### src/rtl/pag_pkg.sv
package pag_pkg;
    typedef enum logic [1:0] {
        VEC_LO  = 2'd0,
        VEC_HI  = 2'd1,
        VEC_RUN = 2'd2
    } vec_state_e;

    typedef enum logic [2:0] {
        OP_NONE      = 3'd0,
        OP_INC       = 3'd1,
        OP_BRANCH    = 3'd2,
        OP_LOAD_IN   = 3'd3,
        OP_LOAD_LONG = 3'd4,
        OP_VECTOR    = 3'd5
    } op_e;
endpackage

### src/rtl/pag_op_select.sv
module pag_op_select
    import pag_pkg::*;
(
    input  logic busy,
    input  logic vec_done,
    input  logic ld_long_req,
    input  logic ld_in_req,
    input  logic br_req,
    input  logic inc_req,
    output op_e  op
);
    always_comb begin
        op = OP_NONE;
        if (vec_done)         op = OP_VECTOR;
        else if (busy)        op = OP_NONE;
        else if (ld_long_req) op = OP_LOAD_LONG;
        else if (ld_in_req)   op = OP_LOAD_IN;
        else if (br_req)      op = OP_BRANCH;
        else if (inc_req)     op = OP_INC;
    end
endmodule

### src/rtl/pag_vec_fetch.sv
module pag_vec_fetch
    import pag_pkg::*;
#(
    parameter int          PC_W     = 16,
    parameter logic [15:0] VEC_ADDR = 16'hFFFE
) (
    input  logic                  clk,
    input  logic                  rst_n,
    input  logic [PC_W/2-1:0]     mem_rdata,
    input  logic                  mem_rvalid,
    output logic                  busy,
    output logic                  vec_done,
    output logic [PC_W-1:0]       vec_pc,
    output logic [PC_W-1:0]       vec_addr
);
    localparam int DATA_W = PC_W / 2;

    typedef struct packed {
        vec_state_e          st;
        logic [DATA_W-1:0]   lo;
    } vec_s;

    vec_s s_d, s_q;

    always_comb begin
        s_d      = s_q;
        vec_done = 1'b0;
        vec_pc   = {mem_rdata, s_q.lo};
        case (s_q.st)
            VEC_LO: if (mem_rvalid) begin
                s_d.lo = mem_rdata;
                s_d.st = VEC_HI;
            end
            VEC_HI: if (mem_rvalid) begin
                vec_done = 1'b1;
                s_d.st   = VEC_RUN;
            end
            default: s_d.st = VEC_RUN;
        endcase
        busy     = (s_q.st != VEC_RUN);
        vec_addr = (s_q.st == VEC_HI) ? PC_W'(VEC_ADDR) + PC_W'(1) : PC_W'(VEC_ADDR);
    end

    always_ff @(posedge clk or negedge rst_n) begin
        if (!rst_n) begin
            s_q.st <= VEC_LO;
            s_q.lo <= '0;
        end else begin
            s_q <= s_d;
        end
    end
endmodule

### src/rtl/pag_addr_reg.sv
module pag_addr_reg
    import pag_pkg::*;
#(
    parameter int          BANK_W = 8,
    parameter int          PC_W   = 16,
    parameter int          CNT_W  = 3,
    parameter logic [15:0] RST_PC = 16'hFFFE
) (
    input  logic                  clk,
    input  logic                  rst_n,
    input  op_e                   op,
    input  logic [CNT_W-1:0]      inc_cnt,
    input  logic [PC_W-1:0]       br_off,
    input  logic [BANK_W-1:0]     ld_bank,
    input  logic [PC_W-1:0]       ld_pc,
    input  logic [PC_W-1:0]       vec_pc,
    output logic [BANK_W-1:0]     bank,
    output logic [PC_W-1:0]       pc
);
    localparam int AW = BANK_W + PC_W;

    typedef struct packed {
        logic [BANK_W-1:0] bank;
        logic [PC_W-1:0]   pc;
    } addr_s;

    addr_s s_d, s_q;
    logic [AW-1:0] full, step, sum;

    always_comb begin
        full = {s_q.bank, s_q.pc};
        step = '0;
        if (op == OP_BRANCH) step = {{(AW-PC_W){br_off[PC_W-1]}}, br_off};
        else if (op == OP_INC) step = {{(AW-CNT_W){1'b0}}, inc_cnt};
        sum  = full + step;
        s_d  = s_q;
        case (op)
            OP_VECTOR: begin
                s_d.bank = '0;
                s_d.pc   = vec_pc;
            end
            OP_LOAD_LONG: begin
                s_d.bank = ld_bank;
                s_d.pc   = ld_pc;
            end
            OP_LOAD_IN: s_d.pc = ld_pc;
            OP_BRANCH, OP_INC: {s_d.bank, s_d.pc} = sum;
            default: s_d = s_q;
        endcase
    end

    always_ff @(posedge clk or negedge rst_n) begin
        if (!rst_n) begin
            s_q.bank <= '0;
            s_q.pc   <= PC_W'(RST_PC);
        end else begin
            s_q <= s_d;
        end
    end

    assign bank = s_q.bank;
    assign pc   = s_q.pc;
endmodule

### src/rtl/fetch_addr_gen.sv
module fetch_addr_gen
    import pag_pkg::*;
#(
    parameter int          BANK_W   = 8,
    parameter int          PC_W     = 16,
    parameter int          CNT_W    = 3,
    parameter logic [15:0] VEC_ADDR = 16'hFFFE
) (
    input  logic                     clk,
    input  logic                     rst_n,
    input  logic                     inc_req,
    input  logic [CNT_W-1:0]         inc_cnt,
    input  logic                     br_req,
    input  logic [PC_W-1:0]          br_off,
    input  logic                     ld_in_req,
    input  logic                     ld_long_req,
    input  logic [BANK_W-1:0]        ld_bank,
    input  logic [PC_W-1:0]          ld_pc,
    input  logic [PC_W/2-1:0]        mem_rdata,
    input  logic                     mem_rvalid,
    output logic                     fetch_req,
    output logic [BANK_W+PC_W-1:0]   fetch_addr,
    output logic                     busy
);
    op_e               op;
    logic              vec_done;
    logic [PC_W-1:0]   vec_pc, vec_addr, pc;
    logic [BANK_W-1:0] bank;
    logic              live_d, live_q;

    pag_vec_fetch #(.PC_W(PC_W), .VEC_ADDR(VEC_ADDR)) u_vec (
        .clk, .rst_n, .mem_rdata, .mem_rvalid,
        .busy, .vec_done, .vec_pc, .vec_addr
    );

    pag_op_select u_sel (
        .busy, .vec_done, .ld_long_req, .ld_in_req, .br_req, .inc_req, .op
    );

    pag_addr_reg #(.BANK_W(BANK_W), .PC_W(PC_W), .CNT_W(CNT_W), .RST_PC(VEC_ADDR)) u_reg (
        .clk, .rst_n, .op, .inc_cnt, .br_off, .ld_bank, .ld_pc, .vec_pc, .bank, .pc
    );

    always_comb begin
        live_d     = 1'b1;
        fetch_req  = live_q;
        fetch_addr = busy ? {{BANK_W{1'b0}}, vec_addr} : {bank, pc};
    end

    always_ff @(posedge clk or negedge rst_n) begin
        if (!rst_n) live_q <= 1'b0;
        else        live_q <= live_d;
    end
endmodule

### config.mk
export PLATFORM = sky130hd
export DESIGN_NAME = fetch_addr_gen
export DESIGN_NICKNAME = d
export VERILOG_FILES = /design/src/rtl/pag_pkg.sv /design/src/rtl/pag_op_select.sv /design/src/rtl/pag_vec_fetch.sv /design/src/rtl/pag_addr_reg.sv /design/src/rtl/fetch_addr_gen.sv
export SDC_FILE = /design/constraint.sdc
export NUM_CORES = 1
export LEC_CHECK = 0
export ABC_AREA = 1
export BUFFER_PORTS_ARGS = -buffer_cell sky130_fd_sc_hd__buf_4
export CORE_MARGIN = 2
export CORE_UTILIZATION = 51
export DETAILED_ROUTE_END_ITERATION = 6
export PLACE_DENSITY = 0.78
export SLEW_MARGIN = 5
export SYNTH_ARGS = -nofsm -noshare
export SYNTH_HDL_FRONTEND = slang
export SYNTH_SLANG_ARGS = --single-unit
### constraint.sdc
create_clock -name clk -period 2.35 [get_ports clk]
set_input_delay 0.47 -clock clk [delete_from_list [all_inputs] [get_ports clk]]
set_output_delay 0.47 -clock clk [all_outputs]
set_load 0.005 [all_outputs]
-- Word level (Yosys, flattened, before mapping)
Cells that the tools add are included.
- register bits after elaboration: 35
- latch bits: 0
- bits in writable memories: 0
- memory bits (read-only): 0
- input port bits: 58
- output and inout port bits: 26
- word-level logic and storage cells: 39
- memories kept: 0
- add/subtract/negate cells: 1
- multipliers: 0
- divide/modulo/power cells: 0
- magnitude comparators: 0
- equal/unequal tests: 9
- shift operators: 0
- mux-type cells: 17
- bitwise logic cells: 0
- reduce and logical (&&, ||, !) cells: 7
- operator list (cell ; number):
    24-bit two-way mux ; 2
    16-bit one-hot mux with 3 select lines ; 1
    24-bit adder ; 1
    8-bit one-hot mux with 3 select lines ; 1
    3-bit two-way mux ; 6
    10-bit two-way mux ; 1
    3-bit by 2-bit equality test with 1-bit output (second input constant) ; 2
    3-bit equality test (second input constant) ; 2
    2-bit != test (second input constant) ; 3
    3-bit nonzero test ; 2
    1-bit two-way mux ; 4
    2-bit one-hot mux with 2 select lines ; 1
    2-bit AND reduction ; 2
    2-bit OR reduction ; 2
    3-bit by 1-bit equality test with 1-bit output (second input constant) ; 1
    2-bit by 1-bit equality test with 1-bit output (second input constant) ; 1
    2-bit logical NOT ; 1
    2-bit two-way mux ; 1

-- Longest topological paths before layout
Gate-level depths: netlist of run 1.
- depth in word-level cells: 11
- gate-level depth with buffers: 19

-- By module
From an unflattened synthesis of run 1, not the netlist that was laid out.
- cell total of the unflattened synthesis: 718
- area, all modules: 4162.7 um2
- modules (own cells, without submodules) (module ; times used ; cells an instance ; area each (um2) ; sequential area each (um2)):
    pag_addr_reg ; 1 ; 556 ; 3103.0 ; 619.3
    pag_vec_fetch ; 1 ; 79 ; 655.6 ; 250.2
    fetch_addr_gen ; 1 ; 71 ; 354.1 ; 25.0
    pag_op_select ; 1 ; 12 ; 50.0 ; 0.0

-- Least setup slack after synthesis of run 1
OpenSTA, ideal clock, no wires.
- kind: in2reg
- start point: in ld_long_req
- end point: reg, netlist name u_reg.bank[0]
- setup time: 0.130 ns
- arrival time: 2.479 ns
- path slack: -0.259 ns
- cell stages on the path: 17
- cell sequence: buf_2 inv_1 nand2_1 nor2_1 nand2_1 nor2_1 a211oi_1 ha_1 fa_1 nand3_1 nand3_1 nand2_1 nand2_1 nand3_1 nand3b_1 nand2_1 o21bai_1
- longest elaborated chain between the ends: 8
- elaborated cells between the ends (all ways): 13
- ends and longest elaborated chain (item ; line ; text):
    start, declared ; fetch_addr_gen.sv:16 ; input logic ld_long_req,
    3-bit two-way mux * ; pag_op_select.sv:16 ; else if (ld_long_req) op = OP_LOAD_LONG;
    3-bit two-way mux * ; pag_op_select.sv:15 ; else if (busy) op = OP_NONE;
    3-bit two-way mux * ; pag_op_select.sv:14 ; if (vec_done) op = OP_VECTOR;
    3-bit by 1-bit equality test with 1-bit output ; pag_addr_reg.sv:34, pag_addr_reg.sv:37 ;
    3-bit two-way mux ; pag_addr_reg.sv:34 ; else if (op == OP_INC) step = {{(AW-CNT_W){1'b0}}, inc_cnt};
    24-bit two-way mux ; pag_addr_reg.sv:33 ; if (op == OP_BRANCH) step = {{(AW-PC_W){br_off[PC_W-1]}}, br_off};
    24-bit adder ; pag_addr_reg.sv:35 ; sum = full + step;
    8-bit one-hot mux with 3 select lines ; pag_addr_reg.sv:37 ; case (op)
Mark *: on every way between the ends. The rest lies on a longest branch, timed or not.
A chain may end at the register's enable or synchronous reset.

-- Worst setup path in the final report of run 1
- start point: reg u_vec.s_q[8] (netlist name)
- end point: reg, netlist name u_reg.pc[8]
- longest elaborated chain between the ends: 8
- elaborated cells between the ends (all ways): 17
- ends and longest elaborated chain (item ; line ; text):
    start, declared ; pag_vec_fetch.sv:23 ; vec_s s_d, s_q;
    2-bit != test or 2-bit by 1-bit equality test with 1-bit output (tied branches) ; pag_vec_fetch.sv:40, pag_vec_fetch.sv:29 ;
    3-bit two-way mux or 1-bit two-way mux (tied branches) ; pag_op_select.sv:15, pag_vec_fetch.sv:29 ;
    3-bit two-way mux * ; pag_op_select.sv:14 ;
    3-bit by 1-bit equality test with 1-bit output ; pag_addr_reg.sv:34, pag_addr_reg.sv:37 ;
    3-bit two-way mux ; pag_addr_reg.sv:34 ;
    24-bit two-way mux ; pag_addr_reg.sv:33 ;
    24-bit adder ; pag_addr_reg.sv:35 ;
    16-bit one-hot mux with 3 select lines ; pag_addr_reg.sv:37 ;
Marks and branches as above.

==> flow_summary.toml, run 1 <==
[yosys]
synth_cells = 647
netlist_area_um2 = 3910
synth_top_cell_by_area = "nand2_1"
yosysMostFrequentCell = "nand2_1"
yosysSeqAreaShare = 0.229
synth_fp_nets = 729
synth_async_sr_flop_share = 1.00
ys_types = 40
yosysWarnings = 0
synth_common_cells = "nand2_1 (221), inv_1 (118), nor2_1 (67)"
yosys_register_bits = 35
synth_edf_count = 0
synth_top_cell_area_share = 0.212
synth.avg_cell_area_um2 = 6.04
netlist_top_cells_area = "nand2_1 (21%), dfrtp_1 (13%), inv_1 (11%)"
synth_top_flop_cell = "dfrtp_1"

[detailed_routing]
post_drt_via_cell_ratio = 5.76
drt_iter0_drc = 627
detail_route.wl_per_cell_um = 17.8
routed_wl_um = 16200
num_vias = 5238
ant_nets = 0
firstDrtPassIters = 6
route.detailed.drc = 0

[outcome]
status = "finished with violations"
violations = "negative setup slack"

[worst_hold_path]
min_path_type = "input port to asynchronous set/reset pin"

[critical_path]
worstRegToRegCells = 16
end_kind = "register"
slowest_delay_ns = 0.40
worstPathArrival_ns = 3.00
path_buf_inv = 4
cpMaxStageDelayCell = "dfrtp_1"
cp.required_ns = 2.59
path_max_fanout = 5
r2r_slack_ns = -0.42
crit_type = "register to register"
timing.rr.start = "u_vec.s_q[8]"
startpoint_type = "register"
r2r_end = "u_reg.pc[8]"
path_delay_family = "simple AND/OR/NAND/NOR gates"
crit_chain = "inv_2 > nand2_4 > nor2_4 > nand2_8 > buf_6 > a211oi_4 > ha_4 > buf_6 > nand3_4 > nand3_4 > nand2_4 > nand3b_1 > nand3_2 > nand3b_1 > o21ai_1 > inv_1"

[timing]
hold_slack_ns = 0.114
setup_ws_ns = -0.415
setup_tns_ns = -4.96
setup_viol = 22
skew_ns = 0.00771
period_share = 1.18
max_slew_margin = 0.657
slew_violations = 0
max_freq_ghz = 0.362
min_period_ns = 2.77
finalHoldViolCount = 0
rsz0062_at_grt = "yes"
worstMarginPinSlew_ns = 0.514

[cells_and_area]
utilization = 0.807
fin_nets = 891
final_cells = 909
syn_to_final_growth_pct = 51.5
diodes = 0
stdcell_area_um2 = 5920
drive_gt1_frac = 0.435

[power]
p_clk_frac = 0.213
p_leak_nw = 3.31
p_int_mw = 1.72
pwr-share-seq = 0.264
total_power_mw = 2.91
irDropWorstVdd_mv = 0.339
p_switching_mw = 1.18
p_sw_frac = 0.407
p_comb_frac = 0.523
power_density_nw_per_um2 = 491

[flow_run]
drv_cap = 0

[floorplanning]
dieArea_um2 = 8380
fp.coreArea_um2 = 7330
initial_core_util = 0.533
chipHeight_um = 91.5
row_count = 31
ios = 84
die_w_um = 91.5

[grt]
grt_pass1_wl_um = 21800
grt-ovfl-total = 0
antenna_found_initial = 0
grt_pass1_vias = 4767
grt_usage = 0.326
grt_max_degree = 36

[clock_network]
clk_pin_slew_worst_paths_ns = 0.09
hold_buffers = 0
clock-sinks = 35
clk_latency_ns = 0.31
htreeDepth = 2
cts_root_buf = "clkbuf_8"
clk_path_buf_depth = 2
numCtsBuffers = 5
cts_tree = "yes"

[placement]
dp_hpwl_um = 9810
gp_congestion = 0.985
portBuffers = 83
dp_slack_ns = -0.456
placed_area_um2 = 5050
dp_cells = 878
## power by group through the flow
stage          sequential, mW  clock, mW  combinational [mW]
2_1_floorplan           0.739          0               0.677
3_3_place_gp            0.755          0                1.14
3_5_place_dp            0.760          0                1.17
4_1_cts                 0.752      0.608                1.27
5_1_grt                 0.770      0.632                1.63
6_report                0.766      0.620                1.52
## cell type report
type                            instances  area [um^2]
Clock inverter                          2         35.0
Sequential cell                        35          895
Inverter                              121          462
Fill cell                             454         1410
Clock buffer                            6         82.6
Timing Repair Buffer                  164         1280
Multi-Input combinational cell        482         3040
Tap cell                               99          124
## registers in the layout, summed over array words and instances, names as in the netlist
signal        flops
u_reg.pc         16
u_reg.bank        8
u_vec.vec_pc      8
u_vec.s_q         2
fetch_req         1
## cell usage in the layout (no fill, tap or decap), types with 6 or more instances in the layout
cell type / synthesis / routed
nand2_1: 221 / 173
buf_4: 2 / 156
inv_1: 118 / 111
nor2_1: 67 / 49
nand3_1: 65 / 41
nand2_2: 1 / 39
dfrtp_1: 20 / 20
nand3_2: 1 / 18
or2_2: 17 / 17
a21oi_1: 23 / 15
dfstp_2: 15 / 15
nor2_2: 0 / 14
a21oi_2: 6 / 14
ha_1: 23 / 14
nand2_4: 2 / 12
o21ai_0: 10 / 10
nand4_1: 8 / 8
nand3b_1: 8 / 8
inv_2: 1 / 7
nand3_4: 0 / 7
mux2_2: 7 / 7
clkbuf_8: 0 / 6
buf_6: 4 / 6
## worst max-delay path by stage
stage	from	to	slack, ns	cells past startpoint
after global routing	u_vec.s_q[8]	u_reg.pc[8]	-0.56	16
after global placement	br_req	u_reg.bank[1]	-0.39	19
after detailed placement	br_req	u_reg.bank[1]	-0.46	19
after CTS	u_vec.s_q[8]	u_reg.bank[0]	-0.14	16
after floorplan	ld_in_req	u_reg.bank[0]	-0.01	17
final	u_vec.s_q[8]	u_reg.pc[8]	-0.42	16
## repair_timing
action | in CTS | in global routing
setup endpoints to repair | 21 | 22
gates resized for setup | 56 | 90
buffers inserted | 10 | 11
pin swaps | 19 | 65
gates cloned | 2 | 0
## routing by layer
layer	global-route usage	wire (um)	vias up
met5	0	0	-
met3	0.0473	1630	130
met2	0.553	7480	402
met1	0.405	5970	2374
li1	-	-	2332
met4	0.149	1140	0
## worst register-to-register path, cell delays in order, from the launching register on
cell	delay [ns]
dfrtp_1	0.40
inv_2	0.08
nand2_4	0.07
nor2_4	0.20
nand2_8	0.13
buf_6	0.14
a211oi_4	0.30
ha_4	0.28
buf_6	0.15
nand3_4	0.11
nand3_4	0.14
nand2_4	0.11
nand3b_1	0.11
nand3_2	0.09
nand3b_1	0.13
o21ai_1	0.14
inv_1	0.11
## cell families after synthesis
| kind of cell | share of synthesized area |
|---|---|
| xor gates and xnor gates | 0.00448 |
| AOI/OAI and AO/OA | 0.0823 |
| adders and majority gates | 0.0788 |
| muxes | 0.0202 |
| buffers and inverters | 0.137 |
| other | 0.000960 |
| DFF | 0.229 |
| and+or+nand+nor | 0.447 |
(Power assumes the default switching activity.)
==> run 2: changes to the inputs <==
--- a/config.mk
+++ b/config.mk
@@ -8,9 +8,8 @@
 export ABC_AREA = 1
 export BUFFER_PORTS_ARGS = -buffer_cell sky130_fd_sc_hd__buf_4
 export CORE_MARGIN = 2
-export CORE_UTILIZATION = 51
+export CORE_UTILIZATION = 35
 export DETAILED_ROUTE_END_ITERATION = 6
-export PLACE_DENSITY = 0.78
 export SLEW_MARGIN = 5
 export SYNTH_ARGS = -nofsm -noshare
 export SYNTH_HDL_FRONTEND = slang
==> run 2 against run 1 <==
Flip-flop and latch count did not move. First-iteration DRC count is 69% lower. The run still ends with negative setup slack left. Worst setup slack improved by 0.21 ns. Cell area is 2.6% higher. Critical endpoint is now u_reg.pc[14]. Critical path depth rose by 2. Clock power fell by 20%. Register-to-register slack gained 0.21 ns. Sequential power up 0.5%.
==> flow_summary.toml, run 2 (synthesis results as in run 1) <==
[outcome]
status = "finished with violations"
violations = "negative setup slack"

[floorplanning]
dieArea_um2 = 12000
initial_core_util = 0.359
ios = 84
chipHeight_um = 110
die_w_um = 110
row_count = 38
fp.coreArea_um2 = 10900

[detailed_routing]
num_vias = 4686
route.detailed.drc = 0
routed_wl_um = 14100
drt_iter0_drc = 197
ant_nets = 0
post_drt_via_cell_ratio = 4.95
detail_route.wl_per_cell_um = 14.9
firstDrtPassIters = 5

[clock_network]
numCtsBuffers = 5
clk_path_buf_depth = 2
clock-sinks = 35
cts_tree = "yes"
cts_root_buf = "clkbuf_8"
clk_pin_slew_worst_paths_ns = 0.08
clk_latency_ns = 0.31
htreeDepth = 2
hold_buffers = 0

[timing]
max_slew_margin = 0.650
rsz0062_at_grt = "yes"
slew_violations = 0
min_period_ns = 2.55
worstMarginPinSlew_ns = 0.524
hold_slack_ns = 0.132
period_share = 1.09
max_freq_ghz = 0.392
skew_ns = 0.00990
finalHoldViolCount = 0
setup_viol = 21
setup_ws_ns = -0.202

[placement]
gp_congestion = 1.00
dp_hpwl_um = 10300
placed_area_um2 = 5100
portBuffers = 83

[cells_and_area]
diodes = 0
stdcell_area_um2 = 6070
fillCellCount = 1033
most-common-layout-cells = "nand2_1 (175), buf_4 (152), inv_1 (110), nor2_1 (47), nand2_2 (37)"
fin_nets = 887
syn_to_final_growth_pct = 55.5
ff_latch_area_um2 = 895
final_common_cell = "nand2_1"
drive_gt1_frac = 0.450
utilization = 0.558
multi_input_area_um2 = 3190
largest_register_ffs = 16
largest_register = "u_reg.pc"

[power]
pwr-share-seq = 0.279
p_clk_frac = 0.180
power_density_nw_per_um2 = 454
p_comb_frac = 0.540
p_leak_nw = 3.32
p_int_mw = 1.64
p_switching_mw = 1.12
irDropWorstVdd_mv = 0.252
p_sw_frac = 0.406

[worst_hold_path]
min_path_type = "input port to asynchronous set/reset pin"

[grt]
grt-ovfl-total = 0
grt_pass1_wl_um = 22200
antenna_found_initial = 0
grt_pass1_vias = 4680
grt_usage = 0.239
grt_max_degree = 36

[critical_path]
path_max_fanout = 7
cp.required_ns = 2.59
worstPathArrival_ns = 2.80
end_kind = "register"
crit_type = "register to register"
r2r_slack_ns = -0.20
startpoint_type = "register"

[flow_run]
drv_cap = 0
run 2: cell count changes in the layout (fill, tap and decap cells not counted), moves of 3 or more:
cell and change:
buf_4 -4, ha_1 -6, ha_2 -3, ha_4 +9, nand3_1 -8, nand3_2 +9, nor2_4 +3
run 2: power by group through the flow:
stage | registers [mW] | clock network (mW) | logic, mW
2_1_floorplan | 0.739 | 0 | 0.677
3_3_place_gp | 0.758 | 0 | 1.17
3_5_place_dp | 0.760 | 0 | 1.18
4_1_cts | 0.765 | 0.511 | 1.38
5_1_grt | 0.779 | 0.525 | 1.62
6_report | 0.770 | 0.497 | 1.49
run 2: final timing paths:
path                               from             to  cells after the start
min in group clk             mem_rvalid   u_vec.s_q[8]                      2
max in group asynchronous         rst_n    u_reg.pc[4]                      1
hold reg to reg             u_reg.pc[2]    u_reg.pc[2]                      2
setup / recovery           u_vec.s_q[8]   u_reg.pc[14]                     18
hold / removal                    rst_n  u_reg.bank[7]                      1
setup reg to reg           u_vec.s_q[8]   u_reg.pc[14]                     18
run 2: per-stage QoR:
stage	std cells	setup WS [ns]	TNS (ns)	power (mW)
final	946	-0.202	-2.20	2.76
after global routing	946	-0.329	-5.39	2.93
after CTS	942	-0.131	-1.39	2.66
after global placement	918	-0.411	-6.57	1.93
after detailed placement	918	-0.443	-7.45	1.94
after floorplan	647	-0.00966	-0.00966	1.42
run 2: metal layers:
metal,up-vias,wire (um),share of wire,GRT usage
met5,-,0,0,0
met4,0,369,0.026,0.0814
met2,170,6920,0.49,0.415
met3,38,807,0.057,0.0356
met1,2155,6030,0.43,0.303
li1,2323,-,-,-
run 2: what timing repair did:
item                                    CTS  global route
gates cloned                              0             0
buffers inserted                         16             6
endpoints found under the setup margin   21            22
pin swaps                                71            32
gates resized for setup                 120            45
endpoints found under the hold margin     0             0
run 2: final cells by class:
type	instances	share of cell area
multi-input combinational	481	0.525
timing repair buffer	161	0.208
inverter	121	0.0760
tap	140	0.0288
clock buffer	7	0.0142
sequential	35	0.147
clock inverter	1	0.000824
run 2: worst max-delay path, cell delays in order, from the launching register on:
cell and delay, ns:
dfrtp_1 0.39, inv_2 0.08, nand2_4 0.07, nor2_4 0.15
nand2_8 0.10, buf_8 0.15, nor2_4 0.10, a211oi_4 0.05
buf_4 0.15, fa_2 0.42, nand2_2 0.11, nand3_2 0.08
nand3_2 0.10, nand2_4 0.10, nand2_4 0.09, nand2_2 0.05
nand2_2 0.06, nand3_2 0.07, a21oi_2 0.15
